==> config.mk <==
export PLATFORM = sky130hd
export DESIGN_NAME = ext_req_gate
export DESIGN_NICKNAME = d
export VERILOG_FILES = /design/src/rtl/ext_req_gate_pkg.sv /design/src/rtl/req_edge_sync.sv /design/src/rtl/quantum_counter.sv /design/src/rtl/gate_fsm.sv /design/src/rtl/ext_req_gate.sv
export SDC_FILE = /design/constraint.sdc
export NUM_CORES = 1
export LEC_CHECK = 0
export BUFFER_PORTS_ARGS = -buffer_cell sky130_fd_sc_hd__buf_4
export CAP_MARGIN = 20
export CORE_ASPECT_RATIO = 0.9
export CORE_MARGIN = 3
export CORE_UTILIZATION = 40
export DETAILED_ROUTE_END_ITERATION = 7
export PLACE_DENSITY_LB_ADDON = 0.05
export SLEW_MARGIN = 20
export SYNTH_ARGS = -nofsm -noshare
export SYNTH_HDL_FRONTEND = slang
export SYNTH_SLANG_ARGS = --single-unit
export TNS_END_PERCENT = 30
==> constraint.sdc <==
create_clock -name clk_i -period 7.08 [get_ports clk_i]
set_input_delay 0 -clock clk_i [delete_from_list [all_inputs] [get_ports clk_i]]
set_output_delay 0 -clock clk_i [all_outputs]
set_load 0.02 [all_outputs]
==> src/rtl/ext_req_gate_pkg.sv <==
package ext_req_gate_pkg;
  typedef enum logic [1:0] {
    ST_IDLE  = 2'd0,
    ST_ARMED = 2'd1,
    ST_RUN   = 2'd2,
    ST_PAUSE = 2'd3
  } gate_state_e;
endpackage

==> src/rtl/req_edge_sync.sv <==
module req_edge_sync #(
  parameter int STAGES = 2
) (
  input  logic clk_i,
  input  logic rst_ni,
  input  logic req_ni,
  output logic fall_o
);
  // q[STAGES] is the edge-detect register behind the synchroniser
  logic [STAGES:0] q;

  always_ff @(posedge clk_i or negedge rst_ni) begin
    if (!rst_ni) q[0] <= 1'b0;
    else         q[0] <= ~req_ni;
  end

  for (genvar i = 1; i <= STAGES; i++) begin : g_stage
    always_ff @(posedge clk_i or negedge rst_ni) begin
      if (!rst_ni) q[i] <= 1'b0;
      else         q[i] <= q[i-1];
    end
  end

  assign fall_o = q[STAGES-1] & ~q[STAGES];
endmodule

==> src/rtl/quantum_counter.sv <==
module quantum_counter #(
  parameter int MAX_LOG2 = 10,
  parameter int LOG2_W   = 4,
  parameter int BEAT_W   = 5
) (
  input  logic              clk_i,
  input  logic              rst_ni,
  input  logic              clear_i,
  input  logic              count_i,
  input  logic [BEAT_W-1:0] bytes_i,
  input  logic [LOG2_W-1:0] log2_i,
  output logic              reached_o
);
  localparam int CNT_W = MAX_LOG2 + 1;
  localparam int SUM_W = CNT_W + 1;

  logic [LOG2_W-1:0] log2_c;
  logic [CNT_W-1:0]  quantum;
  logic [CNT_W-1:0]  cnt_q;
  logic [SUM_W-1:0]  sum;

  assign log2_c  = (log2_i > LOG2_W'(MAX_LOG2)) ? LOG2_W'(MAX_LOG2) : log2_i;
  assign quantum = CNT_W'(1) << log2_c;
  assign sum     = SUM_W'(cnt_q) + SUM_W'(bytes_i);

  assign reached_o = count_i && (sum >= SUM_W'(quantum));

  always_ff @(posedge clk_i or negedge rst_ni) begin
    if (!rst_ni)        cnt_q <= '0;
    else if (clear_i)   cnt_q <= '0;
    else if (reached_o) cnt_q <= quantum;
    else if (count_i)   cnt_q <= sum[CNT_W-1:0];
  end


  count_bound_chk: assert property (@(posedge clk_i) disable iff (!rst_ni)
    (count_i && !clear_i) |=> (cnt_q <= $past(quantum)));
endmodule

==> src/rtl/gate_fsm.sv <==
module gate_fsm
  import ext_req_gate_pkg::*;
(
  input  logic        clk_i,
  input  logic        rst_ni,
  input  logic        ext_start_en_i,
  input  logic        ext_pause_en_i,
  input  logic        sw_start_i,
  input  logic        abort_i,
  input  logic        beat_valid_i,
  input  logic        fall_i,
  input  logic        reached_i,
  output logic        cnt_clear_o,
  output logic        cnt_en_o,
  output gate_state_e state_o
);
  gate_state_e st_q, st_d;

  assign cnt_en_o = (st_q == ST_RUN) && beat_valid_i && ext_pause_en_i;

  always_comb begin
    st_d        = st_q;
    cnt_clear_o = 1'b0;
    if (abort_i) begin
      st_d        = ST_IDLE;
      cnt_clear_o = 1'b1;
    end else begin
      unique case (st_q)
        ST_IDLE: if (sw_start_i) begin
          st_d        = ext_start_en_i ? ST_ARMED : ST_RUN;
          cnt_clear_o = 1'b1;
        end
        ST_ARMED: if (fall_i) begin
          st_d        = ST_RUN;
          cnt_clear_o = 1'b1;
        end
        ST_RUN: if (cnt_en_o && reached_i) st_d = ST_PAUSE;
        ST_PAUSE: if (fall_i) begin
          st_d        = ST_RUN;
          cnt_clear_o = 1'b1;
        end
        default: st_d = ST_IDLE;
      endcase
    end
  end

  always_ff @(posedge clk_i or negedge rst_ni) begin
    if (!rst_ni) st_q <= ST_IDLE;
    else         st_q <= st_d;
  end

  assign state_o = st_q;


  abort_clear_chk: assert property (@(posedge clk_i) disable iff (!rst_ni)
    abort_i |=> (st_q == ST_IDLE));

  start_run_chk: assert property (@(posedge clk_i) disable iff (!rst_ni)
    (st_q == ST_IDLE && sw_start_i && !ext_start_en_i && !abort_i) |=> (st_q == ST_RUN));

  armed_hold_chk: assert property (@(posedge clk_i) disable iff (!rst_ni)
    (st_q == ST_ARMED && !fall_i && !abort_i) |=> (st_q == ST_ARMED));

  pause_hold_chk: assert property (@(posedge clk_i) disable iff (!rst_ni)
    (st_q == ST_PAUSE && !fall_i && !abort_i) |=> (st_q == ST_PAUSE));

  no_pause_chk: assert property (@(posedge clk_i) disable iff (!rst_ni)
    (st_q == ST_RUN && !ext_pause_en_i) |=> (st_q != ST_PAUSE));
endmodule

==> src/rtl/ext_req_gate.sv <==
module ext_req_gate
  import ext_req_gate_pkg::*;
#(
  parameter int MAX_LOG2    = 10,
  parameter int LOG2_W      = 4,
  parameter int BEAT_W      = 5,
  parameter int SYNC_STAGES = 2
) (
  input  logic              clk_i,
  input  logic              rst_ni,
  input  logic              ext_start_en_i,
  input  logic              ext_pause_en_i,
  input  logic [LOG2_W-1:0] quantum_log2_i,
  input  logic              sw_start_i,
  input  logic              abort_i,
  input  logic              beat_valid_i,
  input  logic [BEAT_W-1:0] beat_bytes_i,
  input  logic              req_ni,
  output logic              xfer_en_o,
  output logic              paused_o
);
  logic        req_fall;
  logic        reached;
  logic        cnt_clear;
  logic        cnt_en;
  gate_state_e state;

  req_edge_sync #(.STAGES(SYNC_STAGES)) i_sync (
    .clk_i  (clk_i),
    .rst_ni (rst_ni),
    .req_ni (req_ni),
    .fall_o (req_fall)
  );

  quantum_counter #(.MAX_LOG2(MAX_LOG2), .LOG2_W(LOG2_W), .BEAT_W(BEAT_W)) i_cnt (
    .clk_i     (clk_i),
    .rst_ni    (rst_ni),
    .clear_i   (cnt_clear),
    .count_i   (cnt_en),
    .bytes_i   (beat_bytes_i),
    .log2_i    (quantum_log2_i),
    .reached_o (reached)
  );

  gate_fsm i_fsm (
    .clk_i          (clk_i),
    .rst_ni         (rst_ni),
    .ext_start_en_i (ext_start_en_i),
    .ext_pause_en_i (ext_pause_en_i),
    .sw_start_i     (sw_start_i),
    .abort_i        (abort_i),
    .beat_valid_i   (beat_valid_i),
    .fall_i         (req_fall),
    .reached_i      (reached),
    .cnt_clear_o    (cnt_clear),
    .cnt_en_o       (cnt_en),
    .state_o        (state)
  );

  assign xfer_en_o = (state == ST_RUN);
  assign paused_o  = (state == ST_PAUSE);


  excl_out_chk: assert property (@(posedge clk_i) disable iff (!rst_ni)
    !(xfer_en_o && paused_o));
endmodule

---- Yosys cells after proc, flatten, opt, wreduce, memory -nomap -nowiden ----
Index checks and enable logic that the tools add are counted.
Widths: inputs -> output; s select.
storage, ports and cells
  register bits after elaboration ......... 16
  input port bits ......................... 17
  output and inout bits ................... 2
  logic and storage cells ................. 40
cells by class
  add/subtract/negate cells ............... 1
  $lt $le $gt $ge ......................... 2
  equality and inequality tests ........... 6
  shift-type cells ........................ 1
  multiplexer cells ....................... 14
  bitwise logic cells ..................... 3
  reductions and logical operators ........ 8
operators with widths
  kind                  count
  $mux 11               3
  $add 11x5->12         1
  $ge 12x11->1          1
  $shl 1x4->11 const A  1
  $mux 2                5
  $pmux 2 s3            1
  $eq 2x2->1 const B    2
  $gt 4x4->1 const B    1
  $logic_and 1x1->1     4
  $mux 4                1
  $mux 1                3
  $ne 3x1->1 const B    1
  $ne 3x2->1 const B    1
  $ne 3x3->1 const B    1
  $reduce_and 3->1      1
  $reduce_bool 3->1     1
  $eq 2x1->1 const B    1
  $logic_not 2->1       1
  $not 1->1             2
  $pmux 1 s2            1
  $reduce_or 2->1       1
  $and 1x1->1           1

---- Depth between registers and ports, before layout ----
Gate-level depths: netlist of run 1.
  word-level depth ........................ 9
  depth in mapped cells ................... 15
  mapped depth without buffers ............ 14

---- Hierarchy ----
From an unflattened synthesis of run 1, not the netlist that was laid out.
unflattened totals
  cell total of the unflattened synthesis .. 171
  area, all modules ....................... 1530.2 um^2
by module, submodules not included
  module           times used  cells an instance  area each (um^2)  seq. area each (um^2)
  quantum_counter  1           149                1282.5            275.3
  gate_fsm         1           15                 138.9             50.0
  req_edge_sync    1           5                  92.6              75.1
  ext_req_gate     1           2                  16.3              0.0

---- Least setup slack after synthesis of run 1 ----
No wires, ideal clock.
  path type ............................... register -> register
  from .................................... reg i_cnt.cnt_q[0]
  to ...................................... reg i_cnt.cnt_q[10]
  library setup time ...................... 82 ps
  arrival ................................. 3235 ps
  required time ........................... 6998 ps
  path slack .............................. 3763 ps
  stages on the path, launching flop included .. 15
  path buffers ............................ 0
  clock period less this slack ............ 3317 ps
  cells stage by stage .................... dfrtp_1 -> ha_1 -> inv_1 -> fa_1 -> nor2b_1 -> o31a_1 -> o21ai_0 -> xnor2_1 -> ha_1 -> nand3_1 -> nor3_1 -> a2111oi_4 -> nand3_4 -> or4_1 -> a31oi_1
between the ends
  cells in the longest elaborated chain, start to end .. 5
  elaborated cells between the ends (all ways) .. 7
  classes of those cells .................. 1 x add/sub; 1 x order compare; 3 x mux; 2 x reduce/logical
RTL lines
  item                    line                   RTL
  start, declared         quantum_counter.sv:19  logic [CNT_W-1:0] cnt_q;
  start signal, assigned  quantum_counter.sv:31  else if (reached_o) cnt_q <= quantum;
  start signal, assigned  quantum_counter.sv:32  else if (count_i) cnt_q <= sum[CNT_W-1:0];
  $add 11x5->12 *         quantum_counter.sv:24  assign sum = SUM_W'(cnt_q) + SUM_W'(bytes_i);
  $ge 12x11->1            quantum_counter.sv:26  assign reached_o = count_i && (sum >= SUM_W'(quantum));
  $logic_and 1x1->1       quantum_counter.sv:26
  $mux 11                 quantum_counter.sv:31
  $mux 11                 quantum_counter.sv:30  else if (clear_i) cnt_q <= '0;
Every way passes the cells marked *; elsewhere a longest branch is shown, timed or not. The select of a mux whose other input is x is not followed.
A chain may end at the register's enable or synchronous reset.

---- Worst setup path after layout of run 1 ----
Same ends and word-level chain as after synthesis.

==> run metrics, run 1 <==
setup bufs post-CTS=0; initial antenna violation count=0; global-route usage over all layers=between 10% and 20%; Worst Max-Slew Pin Slew=0.584 ns; port buffer count=18; status=complete, no violations; Crit path max-delay family=simple AND/OR/NAND/NOR gates; max cap viols=0; hold_sp=ext_start_en_i; core footprint=3450 um^2; Seq/Total Area, Yosys=27.0%; post-synthesis register bit count=16; reg2reg start=i_cnt.cnt_q[0]; FFs w/ async S/R, synth=100%; Tcrit/Tclk final=53.8%; Crit. End Element=flip-flop; CP cell instances=ha_1, inv_1, fa_1, nor2b_1, o31a_1, o21ai_0, xnor2_1, ha_1, nand3_1, nor3_1, a2111oi_4, nand3_4, or4_1, a31oi_1; I/O pin count=19; Initial Utilization=about 43%; final hold slack=0.0445 ns; placed cells=229; largest net degree at the start of global routing=20; Slew headroom=61.1%; Slew Viols, Final=0; post-DP HPWL=2740 um; Main synth FF type=dfrtp_1; worst path bufs/invs=1; area of the multi-input gates=1030 um^2; Reg2Reg Setup Slack=3.27 ns; Die ar.=4470 um^2; # fillers=339; clk_lat worst skew=0.26 ns; reg2reg end=i_cnt.cnt_q[10]; skew final=0.00406 ns; Post-Syn Instances=~170; critical path class=reg -> reg; hold depth=3; H-tree levels=1; CTS resizes=0; synthesized net count=205; chip width=70.1 um; Avg Cell Area, Syn=8.66 um^2; unique cell type count in the Yosys netlist=43; met1 track demand over resource=21.8%; routability cong.=around 0.83; DRC=0; met3 usage=between 4 and 5%; CTS tree=built; Worst Setup Slack, final=3.27 ns; CTS root buf=clkbuf_8; Syn-to-layout area delta=17.8%; Clock transition at path regs=0.07 ns; sink of the worst hold path=i_fsm.state_o[1]; first-pass GRT wire length=5940 um; busiest metal layer after global routing=met2; RSZ-0062 raised after global routing=no; number of flops mapped to enable cells by yosys=0; worst vdd ir=approximately 0.098 mV; Final Non-Filler Cells=236; Place WS=roughly 3.3 ns; CTS sink cnt=16; final setup violation count=0; routed len/inst=14.9 um; WP data required=7.26 ns; Setup crit start kind=flip-flop; Initial DRT Pass Iterations=4; # nets final=227; CP Max Fanout=19; antenna cells=0; Reg area=400 um^2; Total Power=0.000246 W; Post-Syn Area=roughly 1500 um^2; Critical Path Max Stage Delay=0.49 ns; routed vias/inst=5.61; fin crit period=about 3.8 ns; Final Hold Viols=0; Ys Warns=0; Routed WL=around 3500 um; arrival time at the worst endpoint=roughly 4 ns; Longest Clk Path Bufs=2; P per Cell Area=141 nW/um^2; Iter 0 DRT Violations=76; global route overflow=0; Most Frequent Cell on Critical Path=ha_1; vias in the first global route=around 1300; Max Clk Rate=263 MHz; num rows=20; grt met2 use=27.5%; Crit-path slowest cell=a2111oi_4; share of cells above drive strength 1=between 15 and 20%; CTS buffer count=3; Tightest Hold Check Type=in -> reg; via count=between 1000 and 1500; Post-DRT Antenna Nets=0; die height=63.7 um; Static Leak=0.733 nW; setup TNS=0 ns; worst reg2reg path depth=14
[cell families after synthesis]
group           after synthesis  share of synthesized area [%]
simple gates                 66                           23.8
compound gates               45                           22.5
fa+ha+maj                    17                           14.9
flops                        16                           27.0
buf+inv                      14                           3.63
xor+xnor                      8                           4.73
mux                           5                           3.47
[power breakdown]
group / internal [W] / switching [W]
Combinational: 0.0000288 / 0.0000363
Sequential: 0.0000939 / 0.00000162
Clock: 0.0000495 / 0.0000361
[state kept, by name (all words and copies together) (netlist names)]
name / count
i_cnt.cnt_q: 11
i_fsm.state_o: 2
i_sync.q: 3
[cells in the final DEF, fill, tap and decap left out, drive strengths merged, types with 2 or more instances in the layout]
cell,Yosys,layout
buf,1,19
nand2,17,17
ha,16,16
dfrtp,16,16
nor2,15,15
o21ai,11,11
inv,9,9
a31oi,9,9
xnor2,8,8
nor2b,6,6
a211oi,6,6
and3,4,4
a21oi,4,4
or4,4,4
a2bb2oi,4,4
mux2i,4,4
clkbuf,4,4
nand3,4,4
nand4,3,3
dlygate4sd3,0,3
nor4,2,2
a21o,2,2
and2,2,2
nor3,2,2
nand3b,2,2
o2111ai,2,2
[layout make-up]
| type | count | share of cell area (%) |
|---|---|---|
| multi-input cells | 141 | 58.9 |
| well taps | 44 | 3.16 |
| inverters | 9 | 1.94 |
| clock buffers | 4 | 3.16 |
| flip-flops and latches | 16 | 23.0 |
| repair buffers | 22 | 9.91 |
[how the worst max path moves through the flow]
stage,start,end,cells after the start,slack (ns)
finish,i_cnt.cnt_q[0],i_cnt.cnt_q[10],14,3.27
global route,i_cnt.cnt_q[0],i_cnt.cnt_q[8],14,2.93
CTS,i_cnt.cnt_q[0],i_cnt.cnt_q[8],14,3.27
detailed placement,i_cnt.cnt_q[0],i_cnt.cnt_q[8],14,3.28
global placement,i_cnt.cnt_q[0],i_cnt.cnt_q[7],14,3.42
floorplan,i_cnt.cnt_q[0],i_cnt.cnt_q[10],14,3.76
[stage by stage]
step	util [%]	area, um^2
after floorplan	-	1480
after global placement	48.0	1660
after detailed placement	48.0	1660
after CTS	50.5	1740
after global routing	50.5	1740
final	50.5	1740
[cell usage after synthesis, drive strengths merged (2+ instances only)]
| library cell | count | share of area, % |
|---|---|---|
| xnor2 | 8 | 4.7 |
| nand2 | 17 | 4.3 |
| nor3 | 2 | 0.68 |
| mux2i | 4 | 2.7 |
| nor2 | 15 | 3.8 |
| a2bb2oi | 4 | 2.4 |
| o2111ai | 2 | 1.6 |
| and2 | 2 | 0.85 |
| a21o | 2 | 1.0 |
| inv | 9 | 2.3 |
| nor2b | 6 | 2.5 |
| nand4 | 3 | 1.3 |
| a31oi | 9 | 3.8 |
| or4 | 4 | 2.0 |
| dfrtp | 16 | 27 |
| a211oi | 6 | 3.0 |
| nand3 | 4 | 2.2 |
| o21ai | 11 | 4.0 |
| nand3b | 2 | 1.0 |
| ha | 16 | 14 |
| nor4 | 2 | 0.85 |
| a21oi | 4 | 1.4 |
| and3 | 4 | 1.7 |
| clkbuf | 4 | 1.0 |
[tightest hold or removal path, cell delays in order]
cell and delay [ns]:
buf_4 0.08, or3b_2 0.10, a31oi_1 0.09
[routing by layer]
metal | vias up | wire [um]
li1 | 681 | -
met1 | 614 | 1720
met2 | 26 | 1630
met3 | 4 | 145
met4 | 0 | 29
met5 | - | 0
[repair_timing]
action	4_1_cts	5_1_grt
setup endpoints to repair	0	0
hold buffers	3	0
endpoints found under the hold margin	18	0
(Power assumes the default switching activity.)
==> run 2, diff against run 1 <==
==> constraint.sdc (replaced) <==
create_clock -name clk_i -period 3.3 [get_ports clk_i]
set_input_delay 0 -clock clk_i [delete_from_list [all_inputs] [get_ports clk_i]]
set_output_delay 0 -clock clk_i [all_outputs]
set_load 0.02 [all_outputs]
==> run 2 against run 1 <==
Net effect: the run now ends with setup timing left; critical endpoint is now i_cnt.cnt_q[3]; clock power is 80% higher; worst hold slack better by 0.00078 ns; final area is 24% higher; global-route usage is 4.0 points higher; largest cell class unchanged.
==> run metrics, run 2 (same netlist as run 1, synthesis figures left out) <==
critical path class=reg -> reg; WP data required=3.46 ns (-3.80 ns); final hold slack=0.0452 ns (+0.000783 ns); worst reg2reg path depth=16 (+2); H-tree levels=1 (unchanged); placed cells=246 (+7.4%); Iter 0 DRT Violations=53 (-30%); area of the multi-input gates=1230 um^2 (+20%); Die ar.=4470 um^2 (unchanged); CTS tree=built; routed vias/inst=5.82 (+3.7%); P per Cell Area=267 nW/um^2 (+89%); Tcrit/Tclk final=103% (+49 points); Total Power=0.000576 W (+130%); max cap viols=0 (unchanged); sink of the worst hold path=i_fsm.state_o[1]; core footprint=3450 um^2 (unchanged); global-route usage over all layers=20.4% (+4.0 points); largest register by flop count=i_cnt.cnt_q; initial antenna violation count=0 (unchanged); Worst Max-Slew Pin Slew=1.21 ns (+0.624 ns); commonest cells after routing, fill and taps aside=buf_4 (45), nand2_1 (16), dfrtp_1 (15), nor2_1 (14), ha_1 (12); die height=63.7 um (unchanged); Syn-to-layout area delta=45.7%; Longest Clk Path Bufs=2 (unchanged); Place WS=-0.183 ns (-3.46 ns); Initial DRT Pass Iterations=4 (unchanged); final non-filler cell area=2160 um^2 (+24%); via count=1537 (+16%); worst vdd ir=0.149 mV (+52%); routability cong.=0.829 (-0.42%); Post-DRT Antenna Nets=0 (unchanged); Final Non-Filler Cells=264 (+12%); final setup violation count=11 (+11); Worst Setup Slack, final=-0.0946 ns (-3.37 ns); Clock transition at path regs=0.06 ns (about the same); commonest non-fill, non-tap cell in the layout=buf_4; # nets final=256 (+13%); CTS buffer count=3 (unchanged); Setup crit start kind=flip-flop; I/O pin count=19 (unchanged); Max Clk Rate=295 MHz (+12%); hold_sp=ext_start_en_i; reg2reg end=i_cnt.cnt_q[3]; Initial Utilization=42.9% (unchanged); Crit. End Element=flip-flop; Slew headroom=18.9% (-42 points); met1 track demand over resource=26.1% (+4.3 points); RSZ-0062 raised after global routing=yes; CP Max Fanout=6 (-13); first-pass GRT wire length=7280 um (+23%); Tightest Hold Check Type=in -> reg; met3 usage=3.99% (-0.16 points); status=finished, violations left; CTS root buf=clkbuf_8; CTS sink cnt=16 (unchanged); fin crit period=3.39 ns (-0.413 ns); busiest metal layer after global routing=met2; num rows=20 (unchanged); Reg area=402 um^2 (+0.31%); port buffer count=18 (unchanged); violated checks=setup timing; clk_lat worst skew=0.26 ns (about the same); grt met2 use=35.5% (+8.0 points); hold depth=3 (unchanged); vias in the first global route=1588 (+24%); reg2reg start=i_cnt.cnt_q[0]; post-DP HPWL=3210 um (+17%); skew final=0.00876 ns (+0.00470 ns); Static Leak=0.902 nW (+23%); global route overflow=0 (unchanged); share of cells above drive strength 1=39.1% (+23 points); DRC=0 (unchanged); Slew Viols, Final=0 (unchanged); chip width=70.1 um (unchanged); Final Hold Viols=0 (unchanged); arrival time at the worst endpoint=3.55 ns (-0.44 ns); Reg2Reg Setup Slack=-0.09 ns (-3.37 ns); Area after DPL=1790 um^2 (+7.7%); Largest register FFs=11 (unchanged); largest net degree at the start of global routing=17 (-15%); antenna cells=0 (unchanged); routed len/inst=17.3 um (+16%); # fillers=292 (-14%); Routed WL=4570 um (+29%)
==> run 2: cell count changes in the layout (fill, tap and decap cells not counted), sizes merged <==
cell / delta
buf: +28
clkbuf: -1
nand3: +1
==> run 2: cell type report <==
type | instances | share of cell area [%]
multi-input combinational | 142 | 57.3
sequential | 16 | 18.6
timing repair buffer | 50 | 18.1
tap | 44 | 2.55
clock buffer | 3 | 1.91
inverter | 9 | 1.57
==> run 2: metrics by stage <==
step	utilization (%)	TNS [ns]
finish	62.5	-0.537
floorplan	-	0
global placement	51.7	-0.673
CTS	58.5	-0.260
global route	62.5	-2.73
detailed placement	51.7	-1.46
==> run 2: worst max path at each step <==
stage	cells after the start	slack [ns]	start	end
6_report	16	-0.09	i_cnt.cnt_q[0]	i_cnt.cnt_q[3]
5_1_grt	16	-0.29	i_cnt.cnt_q[0]	i_cnt.cnt_q[3]
4_1_cts	16	-0.06	i_cnt.cnt_q[0]	i_cnt.cnt_q[3]
3_5_place_dp	16	-0.18	i_cnt.cnt_q[0]	i_cnt.cnt_q[3]
3_3_place_gp	16	-0.12	i_cnt.cnt_q[0]	i_cnt.cnt_q[3]
2_1_floorplan	14	0.04	i_cnt.cnt_q[0]	i_cnt.cnt_q[10]
==> run 2: timing repair <==
action / in CTS / in global routing
pin swaps: 5 / 12
setup buffers: 7 / 4
gates resized for setup: 22 / 21
hold buffers: 3 / 0
gates cloned: 1 / 0
setup endpoints to repair: 11 / 12
endpoints found under the hold margin: 18 / 0
==> run 2: critical path: stages, from the launching register on <==
cell and delay (ns):
dfrtp_1 0.35, ha_2 0.19, inv_2 0.04, fa_2 0.34
nor2b_2 0.13, o31a_1 0.28, o21ai_2 0.12, xnor2_1 0.13
ha_1 0.36, nand3_4 0.12, nor2_2 0.07, a2111oi_4 0.26
buf_4 0.20, nand3_4 0.14, buf_6 0.19, mux2i_4 0.19
a211oi_2 0.20
==> run 2: metal layers <==
| metal | wire length (um) | vias to the layer above |
|---|---|---|
| li1 | - | 737 |
| met1 | 2090 | 749 |
| met2 | 2250 | 38 |
| met3 | 135 | 13 |
| met4 | 95 | 0 |
| met5 | 0 | - |
==> run 2: power breakdown <==
group / leakage, nW / switching (W) / internal (W)
Sequential: 0.213 / 0.00000409 / 0.000202
Combinational: 0.668 / 0.000111 / 0.000106
Clock: 0.0216 / 0.0000729 / 0.0000812
Total: 0.902 / 0.000188 / 0.000388
